**config.mk**
```make
export PLATFORM = sky130hd
export DESIGN_NAME = mio_flash_seq
export DESIGN_NICKNAME = d
export VERILOG_FILES = /design/src/rtl/mio_flash_seq_pkg.sv /design/src/rtl/mio_flash_seq_phase_map.sv /design/src/rtl/mio_flash_seq_lane_shift.sv /design/src/rtl/mio_flash_seq.sv
export SDC_FILE = /design/constraint.sdc
export NUM_CORES = 1
export LEC_CHECK = 0
export BUFFER_PORTS_ARGS = -buffer_cell sky130_fd_sc_hd__buf_2
export CAP_MARGIN = 20
export CORE_MARGIN = 3
export CORE_UTILIZATION = 51
export DETAILED_ROUTE_END_ITERATION = 8
export PLACE_DENSITY = 0.76
export SKIP_CTS_REPAIR_TIMING = 1
export SYNTH_ARGS = -nofsm -noshare
export SYNTH_HDL_FRONTEND = slang
export SYNTH_SLANG_ARGS = --single-unit
```
**constraint.sdc**
```tcl
create_clock -name clk -period 4.85 [get_ports clk]
set_clock_uncertainty 0.1 [all_clocks]
set_input_delay 0.2425 -clock clk [delete_from_list [all_inputs] [get_ports clk]]
set_output_delay 0.2425 -clock clk [all_outputs]
set_load 0.02 [all_outputs]
```
**src/rtl/mio_flash_seq_pkg.sv**
```systemverilog
package mio_flash_seq_pkg;

  localparam int CNT_W   = 16;
  localparam int CMD_W   = 3;
  localparam int ADR_W   = 3;
  localparam int DUM_W   = 5;
  localparam int PRE_W   = 3;
  localparam int LANES   = 4;
  localparam int NPHASE  = 5;

  typedef enum logic [2:0] {
    PH_CMD  = 3'd0,
    PH_ADDR = 3'd1,
    PH_DUM  = 3'd2,
    PH_PRE  = 3'd3,
    PH_DAT  = 3'd4
  } phase_e;

  typedef enum logic [1:0] {
    ST_IDLE = 2'd0,
    ST_PREP = 2'd1,
    ST_LOW  = 2'd2,
    ST_HIGH = 2'd3
  } state_e;

  typedef struct packed {
    logic [CNT_W-1:0] nbytes;
    logic [CMD_W-1:0] cmd_n;
    logic [ADR_W-1:0] adr_n;
    logic [DUM_W-1:0] dum_n;
    logic [PRE_W-1:0] pre_n;
    logic [1:0]       cmode;
    logic [1:0]       lw;
    logic             rd;
  } desc_t;

  // lane code (log2 of lane count) used by a phase
  function automatic logic [1:0] phase_lw(phase_e ph, logic [1:0] cmode, logic [1:0] lw);
    logic [1:0] r;
    case (ph)
      PH_CMD:  r = (cmode == 2'd3) ? lw : 2'd0;
      PH_ADDR: r = (cmode >= 2'd2) ? lw : 2'd0;
      PH_PRE:  r = (cmode >= 2'd1) ? lw : 2'd0;
      default: r = lw;
    endcase
    return r;
  endfunction

endpackage

```
**src/rtl/mio_flash_seq_phase_map.sv**
```systemverilog
module mio_flash_seq_phase_map
  import mio_flash_seq_pkg::*;
(
  input  desc_t            d,
  input  phase_e           cur,
  input  logic             from_start,
  output logic             nxt_ok,
  output phase_e           nxt,
  output logic [CNT_W-1:0] nxt_len,
  output logic [1:0]       cur_lw,
  output logic             cur_drive
);

  logic [CNT_W-1:0] len [NPHASE];

  always_comb begin
    len[0] = CNT_W'(d.cmd_n);
    len[1] = CNT_W'(d.adr_n);
    len[2] = CNT_W'(d.dum_n);
    len[3] = CNT_W'(d.pre_n);
    len[4] = d.nbytes;
  end

  // nearest non-empty phase after the current one (or the first one)
  always_comb begin
    nxt_ok  = 1'b0;
    nxt     = PH_DAT;
    nxt_len = '0;
    for (int q = NPHASE-1; q >= 0; q--) begin
      if ((len[q] != '0) && (from_start || (q > int'(cur)))) begin
        nxt_ok  = 1'b1;
        nxt     = phase_e'(3'(q));
        nxt_len = len[q];
      end
    end
  end

  always_comb begin
    cur_lw    = phase_lw(cur, d.cmode, d.lw);
    cur_drive = (cur != PH_DUM) && !((cur == PH_DAT) && d.rd);
  end

endmodule

```
**src/rtl/mio_flash_seq_lane_shift.sv**
```systemverilog
module mio_flash_seq_lane_shift
  import mio_flash_seq_pkg::*;
(
  input  logic             clk,
  input  logic             rst_i_n,
  input  logic             load,
  input  logic [7:0]       load_byte,
  input  logic             step,
  input  logic [1:0]       lw,
  input  logic             drive,
  input  logic             active,
  input  logic [LANES-1:0] io_in,
  output logic [LANES-1:0] io_out,
  output logic [LANES-1:0] io_oe,
  output logic [7:0]       rx_nx
);

  logic [7:0]       sh_q, sh_d;
  logic [7:0]       rx_q, rx_d;
  logic [LANES-1:0] mask, bits;

  always_comb begin
    case (lw)
      2'd0:    begin mask = 4'b0001; bits = {3'b000, sh_q[7]};  rx_nx = {rx_q[6:0], io_in[1]};   end
      2'd1:    begin mask = 4'b0011; bits = {2'b00, sh_q[7:6]}; rx_nx = {rx_q[5:0], io_in[1:0]}; end
      default: begin mask = 4'b1111; bits = sh_q[7:4];          rx_nx = {rx_q[3:0], io_in};      end
    endcase
    io_oe  = (active && drive) ? mask : '0;
    io_out = bits & io_oe;
  end

  always_comb begin
    sh_d = sh_q;
    rx_d = rx_q;
    if (load) begin
      sh_d = load_byte;
      rx_d = '0;
    end else if (step) begin
      sh_d = sh_q << (3'd1 << lw);
      rx_d = rx_nx;
    end
  end

  always_ff @(posedge clk or negedge rst_i_n) begin
    if (!rst_i_n) begin
      sh_q <= '0;
      rx_q <= '0;
    end else if (load || step) begin
      sh_q <= sh_d;
      rx_q <= rx_d;
    end
  end

  a_r4_oe_legal: assert property (@(posedge clk) disable iff (!rst_i_n)
    (io_oe == 4'b0000) || (io_oe == 4'b0001) || (io_oe == 4'b0011) || (io_oe == 4'b1111));

endmodule

```
**src/rtl/mio_flash_seq.sv**
```systemverilog
module mio_flash_seq
  import mio_flash_seq_pkg::*;
#(
  parameter int HDR_BYTES = 8
) (
  input  logic        clk,
  input  logic        rst_n,
  input  logic        start,
  input  logic [15:0] xfer_bytes,
  input  logic [2:0]  cmd_bytes,
  input  logic [2:0]  addr_bytes,
  input  logic [4:0]  dummy_clks,
  input  logic [2:0]  pre_bytes,
  input  logic [1:0]  cmd_mode,
  input  logic [1:0]  data_lanes,
  input  logic        read_en,
  input  logic [63:0] hdr_bytes,
  input  logic [7:0]  pre_byte,
  output logic        busy,
  output logic        err,
  output logic        sclk,
  output logic        cs_n,
  input  logic [3:0]  io_in,
  output logic [3:0]  io_out,
  output logic [3:0]  io_oe,
  input  logic [7:0]  tx_data,
  input  logic        tx_valid,
  output logic        tx_ready,
  output logic [7:0]  rx_data,
  output logic        rx_valid,
  input  logic        rx_ready
);

  localparam int HDR_W = HDR_BYTES * 8;
  localparam int IDX_W = $clog2(HDR_BYTES);

  // reset: asynchronous assert, synchronous release
  logic [1:0] rst_sync;
  logic       rst_i_n;

  always_ff @(posedge clk or negedge rst_n) begin
    if (!rst_n) rst_sync <= 2'b00;
    else        rst_sync <= {rst_sync[0], 1'b1};
  end
  assign rst_i_n = rst_sync[1];

  desc_t            desc_in, desc_q, d_cur;
  logic [HDR_W-1:0] hdr_q;
  logic [7:0]       pre_q;
  state_e           st_q, st_d;
  phase_e           ph_q, ph_d;
  logic [CNT_W-1:0] cnt_q, cnt_d;
  logic [3:0]       slot_q, slot_d;
  logic [IDX_W-1:0] hidx_q, hidx_d;
  logic             err_q, err_d;
  logic [7:0]       rxd_q, rxd_d;
  logic             rxv_q, rxv_d;
  logic             latch_en, load, step, rx_push, bad, go;
  logic             nxt_ok, cur_drive, active;
  phase_e           nxt;
  logic [CNT_W-1:0] nxt_len;
  logic [1:0]       cur_lw;
  logic [7:0]       load_byte, hdr_byte, rx_nx;

  assign desc_in = '{nbytes: xfer_bytes, cmd_n: cmd_bytes, adr_n: addr_bytes,
                     dum_n: dummy_clks, pre_n: pre_bytes, cmode: cmd_mode,
                     lw: data_lanes, rd: read_en};
  assign d_cur   = (st_q == ST_IDLE) ? desc_in : desc_q;
  assign bad     = (({1'b0, cmd_bytes} + {1'b0, addr_bytes}) > 4'(HDR_BYTES)) ||
                   (data_lanes == 2'd3);

  mio_flash_seq_phase_map u_map (
    .d          (d_cur),
    .cur        (ph_q),
    .from_start (st_q == ST_IDLE),
    .nxt_ok     (nxt_ok),
    .nxt        (nxt),
    .nxt_len    (nxt_len),
    .cur_lw     (cur_lw),
    .cur_drive  (cur_drive)
  );

  assign hdr_byte = hdr_q[(HDR_W - 1 - 8 * int'(hidx_q)) -: 8];
  assign tx_ready = (st_q == ST_PREP) && (ph_q == PH_DAT) && !desc_q.rd;
  assign go       = !((ph_q == PH_DAT) && !desc_q.rd && !tx_valid) &&
                    !((ph_q == PH_DAT) && desc_q.rd && rxv_q && !rx_ready);
  assign active   = (st_q == ST_LOW) || (st_q == ST_HIGH);

  always_comb begin
    case (ph_q)
      PH_CMD, PH_ADDR: load_byte = hdr_byte;
      PH_PRE:          load_byte = pre_q;
      PH_DAT:          load_byte = tx_data;
      default:         load_byte = 8'h00;
    endcase
  end

  // next-state logic
  always_comb begin
    st_d     = st_q;
    ph_d     = ph_q;
    cnt_d    = cnt_q;
    slot_d   = slot_q;
    hidx_d   = hidx_q;
    err_d    = err_q;
    latch_en = 1'b0;
    load     = 1'b0;
    step     = 1'b0;
    rx_push  = 1'b0;
    case (st_q)
      ST_IDLE: begin
        if (start) begin
          if (bad) begin
            err_d = 1'b1;
          end else begin
            err_d    = 1'b0;
            latch_en = 1'b1;
            hidx_d   = '0;
            if (nxt_ok) begin
              st_d  = ST_PREP;
              ph_d  = nxt;
              cnt_d = nxt_len;
            end
          end
        end
      end
      ST_PREP: begin
        if (go) begin
          load   = 1'b1;
          slot_d = (ph_q == PH_DUM) ? 4'd1 : (4'd8 >> cur_lw);
          st_d   = ST_LOW;
          if ((ph_q == PH_CMD) || (ph_q == PH_ADDR)) hidx_d = hidx_q + 1'b1;
        end
      end
      ST_LOW: st_d = ST_HIGH;
      default: begin
        step   = 1'b1;
        slot_d = slot_q - 4'd1;
        if (slot_q != 4'd1) begin
          st_d = ST_LOW;
        end else begin
          rx_push = (ph_q == PH_DAT) && desc_q.rd;
          if (cnt_q != CNT_W'(1)) begin
            cnt_d = cnt_q - CNT_W'(1);
            st_d  = ST_PREP;
          end else if (nxt_ok) begin
            ph_d  = nxt;
            cnt_d = nxt_len;
            st_d  = ST_PREP;
          end else begin
            st_d = ST_IDLE;
          end
        end
      end
    endcase
  end

  always_comb begin
    rxv_d = rx_push ? 1'b1 : (rx_ready ? 1'b0 : rxv_q);
    rxd_d = rx_push ? rx_nx : rxd_q;
  end

  // registers
  always_ff @(posedge clk or negedge rst_i_n) begin
    if (!rst_i_n) begin
      st_q   <= ST_IDLE;
      ph_q   <= PH_CMD;
      cnt_q  <= '0;
      slot_q <= '0;
      hidx_q <= '0;
      err_q  <= 1'b0;
      rxv_q  <= 1'b0;
      rxd_q  <= '0;
    end else begin
      st_q   <= st_d;
      ph_q   <= ph_d;
      cnt_q  <= cnt_d;
      slot_q <= slot_d;
      hidx_q <= hidx_d;
      err_q  <= err_d;
      rxv_q  <= rxv_d;
      if (rx_push) rxd_q <= rxd_d;
    end
  end

  always_ff @(posedge clk or negedge rst_i_n) begin
    if (!rst_i_n) begin
      desc_q <= '0;
      hdr_q  <= '0;
      pre_q  <= '0;
    end else if (latch_en) begin
      desc_q <= desc_in;
      hdr_q  <= hdr_bytes;
      pre_q  <= pre_byte;
    end
  end

  mio_flash_seq_lane_shift u_lanes (
    .clk       (clk),
    .rst_i_n   (rst_i_n),
    .load      (load),
    .load_byte (load_byte),
    .step      (step),
    .lw        (cur_lw),
    .drive     (cur_drive),
    .active    (active),
    .io_in     (io_in),
    .io_out    (io_out),
    .io_oe     (io_oe),
    .rx_nx     (rx_nx)
  );

  assign busy     = (st_q != ST_IDLE);
  assign cs_n     = (st_q == ST_IDLE);
  assign sclk     = (st_q == ST_HIGH);
  assign err      = err_q;
  assign rx_valid = rxv_q;
  assign rx_data  = rxd_q;

  a_r11_clk_only_selected: assert property (@(posedge clk) disable iff (!rst_i_n)
    sclk |-> !cs_n);
  a_r11_clk_half: assert property (@(posedge clk) disable iff (!rst_i_n)
    sclk |=> !sclk);
  a_r5_dummy_released: assert property (@(posedge clk) disable iff (!rst_i_n)
    (active && (ph_q == PH_DUM)) |-> (io_oe == 4'b0000));
  a_r3_opcode_single: assert property (@(posedge clk) disable iff (!rst_i_n)
    (active && (ph_q == PH_CMD) && (desc_q.cmode != 2'd3)) |-> (io_oe == 4'b0001));
  a_r6_rx_hold: assert property (@(posedge clk) disable iff (!rst_i_n)
    (rx_valid && !rx_ready) |=> (rx_valid && $stable(rx_data)));
  a_r7_one_take: assert property (@(posedge clk) disable iff (!rst_i_n)
    (tx_valid && tx_ready) |=> !tx_ready);
  a_r8_err_no_select: assert property (@(posedge clk) disable iff (!rst_i_n)
    $rose(err) |-> cs_n);
  a_r10_desc_held: assert property (@(posedge clk) disable iff (!rst_i_n)
    (busy && $past(busy)) |-> $stable(desc_q));

endmodule

```
Yosys cells after proc, flatten, opt, wreduce, memory -nomap -nowiden
Cells that the tools add are included.
{"block": "totals", "reg_bits": 162, "inputBits": 124, "out_inout_bits": 22, "word_cells": 180}
{"block": "classes", "n_addsub": 5, "n_lt_le_gt_ge": 7, "n_eq_ne": 21, "shift": 4, "n_mux": 67, "bitwise_logic": 3, "n_reduce_logical": 52}
{"op": "$mux 16", "count": 10}
{"op": "$reduce_bool 16->1", "count": 5}
{"op": "$shiftx 71x7->8", "count": 1}
{"op": "$mux 3", "count": 13}
{"op": "$mux 35", "count": 1}
{"op": "$pmux 16 s2", "count": 1}
{"op": "$pmux 4 s2", "count": 3}
{"op": "$pmux 8 s3", "count": 1}
{"op": "$mux 1", "count": 18}
{"op": "$logic_and 1x1->1", "count": 16}
{"op": "$mux 2", "count": 8}
{"op": "$mux 8", "count": 2}
{"op": "$ne 16x1->1 const B", "count": 1}
{"op": "$pmux 8 s2", "count": 1}
{"op": "$sub 16x1->16 const B", "count": 1}
{"op": "$mux 7", "count": 2}
{"op": "$mux 4", "count": 3}
{"op": "$pmux 2 s3", "count": 2}
{"op": "$pmux 3 s2", "count": 2}
{"op": "$reduce_and 5->1", "count": 2}
{"op": "$eq 2x2->1 const B", "count": 4}
{"op": "$logic_or 1x1->1", "count": 8}
{"op": "$ne 2x1->1 const B", "count": 4}
{"op": "$ne 2x2->1 const B", "count": 4}
{"op": "other kinds (29)", "count": 46}

Longest topological paths before layout
Gate-level depths: netlist of the first run.
{"block": "logic_depth", "word_depth": 13, "depth_mapped": 12, "ltp_nobuf": 10}

Cells and area by module
Synthesis of the first run repeated with hierarchy kept, for this count alone.
{"block": "hier_totals", "hier_cells": 797, "hier_area_um2": 9211.3}
{"module": "mio_flash_seq", "n_inst": 1, "cells_per_inst": 579, "area_per_inst_um2": 7503.4, "seq_area_each_um2": 3678.5}
{"module": "mio_flash_seq_lane_shift", "n_inst": 1, "cells_per_inst": 132, "area_per_inst_um2": 1149.9, "seq_area_each_um2": 375.4}
{"module": "mio_flash_seq_phase_map", "n_inst": 1, "cells_per_inst": 86, "area_per_inst_um2": 558.0, "seq_area_each_um2": 0.0}

Worst setup path after synthesis of the first run
OpenSTA, ideal clock, no wires.
{"block": "synth_path", "path_kind": "register -> output", "start": "register st_q[0]", "end": "output io_out[0]", "t_arrival_ns": 2.877, "t_required_ns": 4.508, "setup_slack_ns": 1.630, "path_stages_with_launch": 11, "path_buffers": 4, "cell_sequence": "dfrtp_1 -> inv_1 -> ha_1 -> buf_6 -> clkbuf_1 -> buf_2 -> mux2_2 -> nand2_1 -> clkbuf_1 -> nor2_1 -> a211oi_1"}
{"block": "synth_via", "elab_chain_len": 8, "word_cells_on_any_way": 21, "classes_between": "order compare: 2; eq/ne: 4; mux: 7; bitwise: 1; reduce/logical: 7"}
{"item": "start, declared", "line": "mio_flash_seq.sv:50", "text": "state_e st_q, st_d;"}
{"item": "start signal, assigned", "line": "mio_flash_seq.sv:175", "text": "st_q <= st_d;"}
{"item": "$logic_not 2->1 *"}
{"item": "net cs_n", "line": "mio_flash_seq.sv:22", "text": "output logic cs_n,"}
{"item": "$mux 35 *", "line": "mio_flash_seq.sv:68", "text": "assign d_cur = (st_q == ST_IDLE) ? desc_in : desc_q;"}
{"item": "$ge 2x1->1, or another cell as far along", "line": "mio_flash_seq_pkg.sv:43", "text": "PH_PRE: r = (cmode >= 2'd1) ? lw : 2'd0;"}
{"item": "$mux 2, or another cell as far along", "line": "mio_flash_seq_pkg.sv:43"}
{"item": "$pmux 2 s3 or $logic_and 1x1->1 (tied branches)", "line": "mio_flash_seq_pkg.sv:40, mio_flash_seq_phase_map.sv:40"}
{"item": "$eq 2x1->1, or another cell as far along", "line": "mio_flash_seq_lane_shift.sv:23", "text": "case (lw)"}
{"item": "$pmux 4 s2 or $mux 4 (tied branches)", "line": "mio_flash_seq_lane_shift.sv:23, mio_flash_seq_lane_shift.sv:28"}
{"item": "$and 4x4->4 *", "line": "mio_flash_seq_lane_shift.sv:29", "text": "io_out = bits & io_oe;"}
{"item": "end, declared", "line": "mio_flash_seq.sv:24", "text": "output logic [3:0] io_out,"}
Mark *: on every way through the listed nets, which the timed path passes. The rest lies on a longest branch.

Final worst setup path of the first run
{"block": "layout_path", "start": "register st_q[0]", "end": "output io_out[0]"}
{"block": "layout_via", "elab_chain_len": 8, "word_cells_on_any_way": 21, "classes_between": "order compare: 2; eq/ne: 4; mux: 7; bitwise: 1; reduce/logical: 7"}
{"item": "$logic_not 2->1", "line": "mio_flash_seq.sv:68"}
{"item": "$mux 35", "line": "mio_flash_seq.sv:68"}
{"item": "$ge 2x1->1, or another cell as far along", "line": "mio_flash_seq_pkg.sv:43"}
{"item": "$mux 2, or another cell as far along", "line": "mio_flash_seq_pkg.sv:43"}
{"item": "$pmux 2 s3 or $logic_and 1x1->1 (tied branches)", "line": "mio_flash_seq_pkg.sv:40, mio_flash_seq_phase_map.sv:40"}
{"item": "$eq 2x1->1, or another cell as far along", "line": "mio_flash_seq_lane_shift.sv:23"}
{"item": "$pmux 4 s2 or $mux 4 (tied branches)", "line": "mio_flash_seq_lane_shift.sv:23, mio_flash_seq_lane_shift.sv:28"}
{"item": "$and 4x4->4 *", "line": "mio_flash_seq_lane_shift.sv:29"}
Every way passes the cells marked *; elsewhere a longest branch is shown, timed or not.

==> flow_summary.ini, run 1 <==
[outcome]
run_status = complete, but fails checks
violations = hold timing

[logic_synthesis]
synth_enable_flop_cells = 0
ys_seq_elements = 159
synthCells = 772
ys_types = 67
syn_area_per_cell_sq_um = 11.1
async_reset_ff_share_pct = 100
yosysSeqAreaShare_pct = 46.3
synth-main-ff-cell = dfrtp_1
yosysWarnings = 0
syn_area_sq_mm = 0.00858
syn_nets = 909

[cells_and_area]
layout_commonest_cell = dfrtp_1
layout_common_cells = dfrtp_1, buf_2, mux2_2
syn2layout_area_growth_pct = 27.7
fin_nets = 1131
drive_above_1_share_pct = 32.9
final_area_sq_mm = 0.0110
postLayoutCoreUtil_pct = 67.8

[die]
start_util_pct = 53.1
io_pins = 146
std_cell_rows = 46
fp.dieW_microns = 136
die_y_microns = 136
coreArea_sq_mm = 0.0162
dieArea_sq_mm = 0.0184

[critical_path]
worstSetupEndpointType = primary output
path_common_cell = mux2i_1
timing.rr.start = st_q[0]
required_ns = 4.51
slowest_stage = a21oi_1
crit_chain = inv_1 -> ha_2 -> mux2i_1 -> a22oi_1 -> a21oi_1 -> nor2_1 -> mux2i_1 -> a211oi_1 -> buf_2
critical_path_class = reg2out
cp_top_family = compound AO/OA/AOI/OAI gates
crit_path_start_kind = register
crit_path_max_fanout = 16
crit_start = st_q[0]
path_buf_inv = 2
cp.arrival_ns = 3.26
slowest_delay_ns = 0.58

[clock_tree]
clock_latency_ns = 0.43
cts-buffers-inserted = 17
cts_tree = done
clockBufferDepth = 2
clkTransAtPathRegs_ns = 0.06
cts_sinks = 159
cts_root_buf = clkbuf_16
h-tree-depth = 4

[timing]
setup_viol = 0
relSlewSlack_pct = 31.1
max_freq_mhz = 278
slew_violations = 0
hold_slack_ns = -0.00769
finalHoldViolations = 3
timing.final.crit_period_ns = 3.60
setup-tns-final_ns = 0
worst_slew_pin_slew_ns = 1.03
rsz0062_at_grt = false
post-route-period-util_pct = 74.2

[detailed_routing]
vias = 7207
drc_errors = 0
wl_per_cell_microns = 18.9
firstDrtPassIters = 8
routed_wl_microns = 23200
ant_nets = 0
drt_iter0_drc = 663
via_per_inst = 5.89

[global_routing]
grt_usage_pct = 24.0
grt.overflow.total = 0
grt_pass1_vias = 6752
grt_pass1_wl_microns = 34600
antenna_found_initial = 3
grt_max_degree = 73

[pwr]
p_leak_nw = 4.77
power_w = 0.00672
worst_ir_drop_vdd_v = 0.000323
power.density_mw_per_mm2 = 613

[place]
dpl_cell_area_sq_mm = 0.00948
gp_congestion = 0.899
numPortBuffers = 145
dp_hpwl_microns = 15500

[hold_path]
hp-class = in2reg
hold_start = xfer_bytes[11]

[flow_run]
maxCapViolCount = 0
[worst register-to-register path: cells and delay by family (launching register included)]
kind            cells  cell delay [ns]
compound gates      4             1.42
flops               1             0.41
simple gates        3             0.66
buf+inv             2             0.48
fa+ha+maj           1             0.42
[registers in the layout, indices dropped and copies added (netlist names), 3 cells and up]
register and count:
cnt_q 16, desc_q 32, hdr_q 64, hidx_q 3
ph_q 3, pre_q 8, rx_data 8, slot_q 4
u_lanes.rx_q 7, u_lanes.sh_q 8
[per-layer routing]
layer / GRT usage, % / vias up / part of all wire [%]
met5: 0 / - / 0.12
met4: 8.51 / 4 / 2.1
met3: 7.32 / 44 / 6.8
met2: 38.9 / 291 / 50
met1: 30.5 / 3517 / 41
li1: - / 3351 / -
[synthesized netlist by cell type (all sizes together), types with 3 or more instances]
cell / number / area [sq um]
or3: 8 / 50.1
dfrtp: 159 / 3980
o41ai: 3 / 45.1
or4: 8 / 60.1
and2: 3 / 18.8
a21boi: 3 / 22.5
inv: 16 / 60.1
a21oi: 28 / 140
nor2: 49 / 184
clkbuf: 33 / 124
a211oi: 6 / 45.0
o21ai: 53 / 265
a2bb2oi: 5 / 43.8
ha: 12 / 150
nor3b: 3 / 22.5
o31ai: 8 / 60.1
nand3: 16 / 85.1
mux2i: 33 / 330
buf: 9 / 48.8
o22ai: 10 / 62.6
a31oi: 7 / 43.8
o21a: 4 / 30.0
nand2: 55 / 206
mux4: 16 / 360
nor2b: 8 / 50.1
o31a: 3 / 35.0
a221oi: 5 / 43.8
nor3: 22 / 126
nor4: 8 / 56.3
o211ai: 10 / 75.1
a22oi: 6 / 45.0
nand4: 3 / 18.8
mux2: 118 / 1330
a21o: 5 / 37.5
a222oi: 5 / 50.1
or2: 4 / 25.0
[worst paths after layout]
check                         endpoint  slack [ns]  depth (start not counted)
hold reg to reg            rst_sync[1]        0.26                          0
max in group asynchronous   rx_data[2]        3.10                          1
min in group asynchronous  rst_sync[1]        0.02                          2
hold / removal              desc_q[30]      -0.008                          2
setup reg to reg              cnt_q[9]        1.28                         10
setup / recovery             io_out[0]        1.25                          9
[per-stage QoR]
step | setup WS (ns) | instances
finish | 1.25 | 1223
global route | 0.962 | 1223
CTS | 1.31 | 1131
detailed placement | 1.35 | 1100
global placement | 1.48 | 1100
floorplan | 1.63 | 772
[area by class of cell]
cell class | count | area (sq um)
well taps | 216 | 270
fillers | 1136 | 5210
multi-input cells | 555 | 4380
diodes | 1 | 2.50
clock inverters | 11 | 108
inverters | 16 | 60.1
flip-flops and latches | 159 | 3980
repair buffers | 245 | 1700
clock buffers | 20 | 457
[report_power, final]
part,internal [W],switching [W]
clock network,0.000735,0.000560
logic,0.00143,0.00155
registers,0.00192,0.000514
total,0.00409,0.00263
[cells by family after synthesis]
logic type      Yosys count  synth area share (%)
compound gates          177                  13.9
flops                   159                  46.3
buf+inv                  58                  2.71
mux                     167                  23.5
simple gates            196                  11.3
xor+xnor                  1                 0.102
fa+ha+maj                13                  1.98
other cells               1                0.0437
Power figures use the tool's default switching activity.
==> inputs of run 2 (changes only) <==
- clock period: 4.85 -> 3 ns (I/O delays scaled with it)
==> run 2 against run 1 <==
Against the previous run: the flow finishes with violations (hold timing, setup timing); sequential power up 62%; sequential share of layout area down 2.2 points; wire length increased by 14%; total power increased by 76%; worst setup slack lost 1.3 ns; cell area increased by 6.5%; register-to-register slack worse by 1.4 ns; non-clock buffer count grew 60; final cell count grew 4.7%; combinational power is 89% higher; sequential cell count unchanged; critical endpoint is now cnt_q[3]; largest cell class unchanged; highest routed layer is now met4.
==> flow_summary.ini, run 2 (synthesis gave the netlist of run 1 again) <==
[critical_path]
cp.arrival_ns = 3.32
timing.rr.start = st_q[0]
crit_path_start_kind = register
crit_chain = inv_1 -> ha_4 -> or4_1 -> o31a_1 -> o31a_4 -> nor3_4 -> buf_4 -> a221oi_1 -> a21o_1 -> o31ai_1
worstSetupEndpointType = register
crit_start = st_q[0]
crit_path_max_fanout = 4
required_ns = 3.23
reg2reg_depth = 10
slowest_delay_ns = 0.52
critical_path_class = reg2reg
slowest_stage = or4_1

[cells_and_area]
fin_cells = 1280
register_area_sq_mm = 0.00398
fin_nets = 1191
largest_register_ffs = 64
insertedDiodeCount = 0
top_register = hdr_q
layout_commonest_cell = dfrtp_1
largestRegisters = hdr_q x64, desc_q x32, cnt_q x16
fill_cells = 1035
layout_common_cells = dfrtp_1, buf_2, mux2_2
multiInputGateArea_sq_mm = 0.00453
drive_above_1_share_pct = 36.9
syn2layout_area_growth_pct = 36.0

[timing]
finalHoldViolations = 5
setup_viol = 2
hold_slack_ns = -0.0494
worst_slew_pin_slew_ns = 0.659
max_freq_mhz = 323
relSlewSlack_pct = 56.1
slew_violations = 0
rsz0062_at_grt = true
worst_slack_ns = -0.0954
timing.final.crit_period_ns = 3.10
post-route-period-util_pct = 103

[pwr]
p_leak_nw = 5.12
p_sw_w = 0.00464
seqPwrFrac_pct = 33.4
netSwitchingFraction_pct = 39.2
power.density_mw_per_mm2 = 1010
worst_ir_drop_vdd_v = 0.000528
power.internal_w = 0.00720
p_clk_share_pct = 18.8
combPwrFrac_pct = 47.8

[place]
gp_congestion = 0.911
numPlacedInstances = 1133
pre_cts_ws_ns = 0.0561
dp_hpwl_microns = 16300
numPortBuffers = 145

[clock_tree]
clock_latency_ns = 0.43
clockBufferDepth = 2
cts_tree = done
clkTransAtPathRegs_ns = 0.07
h-tree-depth = 4
cts-buffers-inserted = 17
cts_root_buf = clkbuf_16
cts_sinks = 159

[outcome]
run_status = complete, but fails checks
violations = hold timing, setup timing

[detailed_routing]
firstDrtPassIters = 5
wl_per_cell_microns = 20.6
via_per_inst = 6.02
routed_wl_microns = 26400
drc_errors = 0
drt_iter0_drc = 651
vias = 7708
ant_nets = 0

[global_routing]
antenna_found_initial = 0
grt.overflow.total = 0
grt_max_degree = 94
grt_pass1_vias = 6898
grt_usage_pct = 24.4
grt_pass1_wl_microns = 35100

[die]
io_pins = 146
die_y_microns = 136
start_util_pct = 53.1
coreArea_sq_mm = 0.0162
std_cell_rows = 46
dieArea_sq_mm = 0.0184
fp.dieW_microns = 136

[hold_path]
hold_start = io_in[0]
holdPathStages = 3
hp-class = in2reg

[flow_run]
maxCapViolCount = 0
==> run 2: through the flow <==
step	total power [W]	setup TNS, ns	area [sq um]	utilization (%)
6_report	0.0118	-0.117	11700	72.2
5_1_grt	0.0125	-0.461	11700	72.2
4_1_cts	0.0111	-1.37	10400	64.0
3_5_place_dp	0.00885	0	9760	60.3
3_3_place_gp	0.00867	0	9760	60.3
2_1_floorplan	0.00735	0	8590	-
==> run 2: layer usage <==
layer	share of wire (%)	track usage (%)	up-vias
met5	0	0	-
met4	3.3	7.22	0
met3	6.5	5.94	72
met2	51	40.1	404
met1	39	32.3	3774
li1	-	-	3458
==> run 2: worst max-delay path, delay by kind of cell, from the launching register on <==
kind / cells / cell delay, ns
AOI/OAI and AO/OA: 5 / 1.22
adders and majority gates: 1 / 0.19
buffers and inverters: 2 / 0.29
DFF: 1 / 0.35
and+or+nand+nor: 2 / 0.86
==> run 2: area by class of cell <==
cell class                 instances  share of cell area, %
inverter                          16                  0.514
clock inverter                    10                   1.19
tap                              216                   2.31
multi-input combinational        555                   38.8
timing repair buffer             305                   19.2
clock buffer                      19                   3.88
sequential                       159                   34.1
==> run 2: power by group through the flow <==
stage / clock network, W / logic [W] / registers (W)
detailed placement: 0 / 0.00496 / 0.00390
floorplan: 0 / 0.00373 / 0.00361
finish: 0.00223 / 0.00566 / 0.00396
global placement: 0 / 0.00482 / 0.00385
global route: 0.00231 / 0.00609 / 0.00406
CTS: 0.00223 / 0.00498 / 0.00387
==> run 2: path summary, 6_finish.rpt <==
path,to,slack [ns]
min,rx_data[0],-0.05
max,cnt_q[3],-0.1
max reg2reg,cnt_q[3],-0.1
min in group asynchronous,desc_q[11],0.20
min reg2reg,desc_q[11],0.20
max in group asynchronous,pre_q[2],1.76
==> inputs of run 3 (changes only) <==
- CORE_UTILIZATION: 51 -> 30
- GPL_TIMING_DRIVEN: unset -> 0
- PLACE_DENSITY: 0.76 -> unset
==> run 3 against run 2 <==
Against the previous run: final cell count increased by 14%; the run still ends with hold timing, setup timing left; cell area increased by 2.6%; register-to-register slack about the same; highest routed layer is now met5; non-clock buffer count increased by 11; sequential share of layout area decreased by 0.88 points; hold slack improved by 0.014 ns; clock power increased by 3%; worst setup slack improved by 0.014 ns; global-route usage decreased by 8.0 points.
==> flow_summary.ini, run 3 (synthesis gave the netlist of run 1 again) <==
[outcome]
run_status = complete, but fails checks
violations = hold timing, setup timing

[timing]
slew_violations = 0
max_freq_mhz = 324
post-route-period-util_pct = 103
worst_slack_ns = -0.0818
finalHoldViolations = 4
setup_viol = 7
hold_slack_ns = -0.0355
worst_slew_pin_slew_ns = 0.904
relSlewSlack_pct = 38.0
timing.final.crit_period_ns = 3.08
rsz0062_at_grt = true

[critical_path]
path_buf_inv = 3
crit_path_start_kind = register
required_ns = 3.25
crit_path_max_fanout = 10
cp_top_family = simple AND/OR/NAND/NOR gates
timing.rr.start = st_q[0]
worstSetupEndpointType = register
reg2reg_slack_ns = -0.08
slowest_delay_ns = 0.52
reg2reg_depth = 11
crit_chain = inv_2 -> ha_4 -> buf_12 -> or4_4 -> o31a_1 -> o31a_4 -> nor3_4 -> buf_4 -> nand3_4 -> or2_0 -> o211ai_1
critical_path_class = reg2reg
cp.arrival_ns = 3.33
worstReg2RegEnd = cnt_q[7]
slowest_stage = or4_4

[pwr]
seqPwrFrac_pct = 32.4
power.internal_w = 0.00693
p_sw_w = 0.00483
worst_ir_drop_vdd_v = 0.000387
p_clk_share_pct = 19.5
p_leak_nw = 5.14
netSwitchingFraction_pct = 41.1
combPwrFrac_pct = 48.1
power.density_mw_per_mm2 = 981

[cells_and_area]
postLayoutCoreUtil_pct = 42.8
multiInputGateArea_sq_mm = 0.00457
insertedDiodeCount = 0
largest_register_ffs = 64
fill_cells = 2661
fin_cells = 1456
register_area_sq_mm = 0.00398
drive_above_1_share_pct = 36.5
top_register = hdr_q
fin_nets = 1202
syn2layout_area_growth_pct = 39.6
layout_common_cells = dfrtp_1, buf_2, mux2_2
layout_commonest_cell = dfrtp_1
largestRegisters = hdr_q x64, desc_q x32, cnt_q x16

[place]
numPlacedInstances = 1297
dp_hpwl_microns = 18800
pre_cts_ws_ns = -0.864
numPortBuffers = 145
gp_congestion = 0.868

[hold_path]
hold_end = rx_data[1]
hp-class = in2reg
holdPathStages = 3
hold_start = io_in[1]

[global_routing]
grt_max_degree = 60
grt_pass1_wl_microns = 39600
antenna_found_initial = 2
grt.overflow.total = 0
grt_usage_pct = 16.4
grt_pass1_vias = 6919

[detailed_routing]
drt_iter0_drc = 433
drc_errors = 0
routed_wl_microns = 27200
firstDrtPassIters = 5
wl_per_cell_microns = 18.7
vias = 7511
via_per_inst = 5.16
ant_nets = 0

[flow_run]
maxCapViolCount = 0

[clock_tree]
cts_tree = done
clock_latency_ns = 0.44
cts-buffers-inserted = 17
clkTransAtPathRegs_ns = 0.08
clockBufferDepth = 2
cts_sinks = 159
h-tree-depth = 4
cts_root_buf = clkbuf_16

[die]
coreArea_sq_mm = 0.0280
dieArea_sq_mm = 0.0307
std_cell_rows = 61
start_util_pct = 30.6
die_y_microns = 175
io_pins = 146
fp.dieW_microns = 175
-- run 3: changes by cell type in the layout (fill, tap and decap cells not counted), moves of 4 or more --
cell / previous run / this run
clkbuf_2: 0 / 7
nor2_1: 48 / 44
clkinv_8: 0 / 5
buf_6: 1 / 5
clkbuf_1: 0 / 23
nand2_2: 0 / 4
inv_12: 0 / 4
o21ai_0: 52 / 43
nand2_1: 54 / 50
nor2_2: 0 / 5
o21ai_1: 1 / 9
clkinvlp_4: 4 / 0
buf_4: 50 / 19
-- run 3: how the worst max path moves through the flow --
stage / startpoint / to / slack, ns / cells past startpoint
after floorplan: st_q[0] / cnt_q[1] / 0.05 / 10
final: st_q[0] / cnt_q[7] / -0.08 / 11
after CTS: st_q[0] / io_out[3] / -1.13 / 11
after global routing: st_q[0] / cnt_q[7] / -0.18 / 11
after global placement: rst_sync[1] / rx_data[4] / -0.95 / 0
after detailed placement: st_q[0] / hdr_q[8] / -0.86 / 10
-- run 3: tightest hold or removal path, delay by kind of cell --
| kind | cells | cell delay [ns] |
|---|---|---|
| compound gates | 1 | 0.14 |
| buf+inv | 1 | 0.09 |
| mux | 1 | 0.08 |
-- run 3: metrics by stage --
step / cell area (sq um) / power [W] / hold WS, ns / TNS, ns
floorplan: 8590 / 0.00735 / -0.246 / 0
global placement: 9790 / 0.00872 / -0.165 / -211.65
detailed placement: 9850 / 0.00885 / -0.164 / -64.04
CTS: 10500 / 0.0112 / -0.634 / -71.37
global route: 12000 / 0.0125 / 0.000704 / -1.47
finish: 12000 / 0.0118 / -0.0355 / -0.204
-- run 3: final cells by class --
class / instances / share of cell area [%]
Multi-Input combinational cell: 555 / 38.2
Tap cell: 378 / 3.95
Buffer: 39 / 1.74
Inverter: 16 / 0.501
Clock buffer: 17 / 3.55
Clock inverter: 15 / 1.70
Timing Repair Buffer: 277 / 17.2
Sequential cell: 159 / 33.2
-- run 3: layer usage --
metal  vias to the layer above  global-route usage [%]  routed length [microns]
met3                        52                    3.22                     1100
met1                      3716                    22.1                    11900
li1                       3501                       -                        -
met2                       238                    26.9                    13500
met5                         -                       0                       21
met4                         4                    4.85                      605
-- run 3: power groups by stage --
stage          combinational (W)  sequential, W  clock [W]
2_1_floorplan            0.00373        0.00361          0
3_3_place_gp             0.00493        0.00380          0
3_5_place_dp             0.00503        0.00381          0
4_1_cts                  0.00506        0.00377    0.00235
5_1_grt                  0.00618        0.00394    0.00243
6_report                 0.00565        0.00381    0.00229
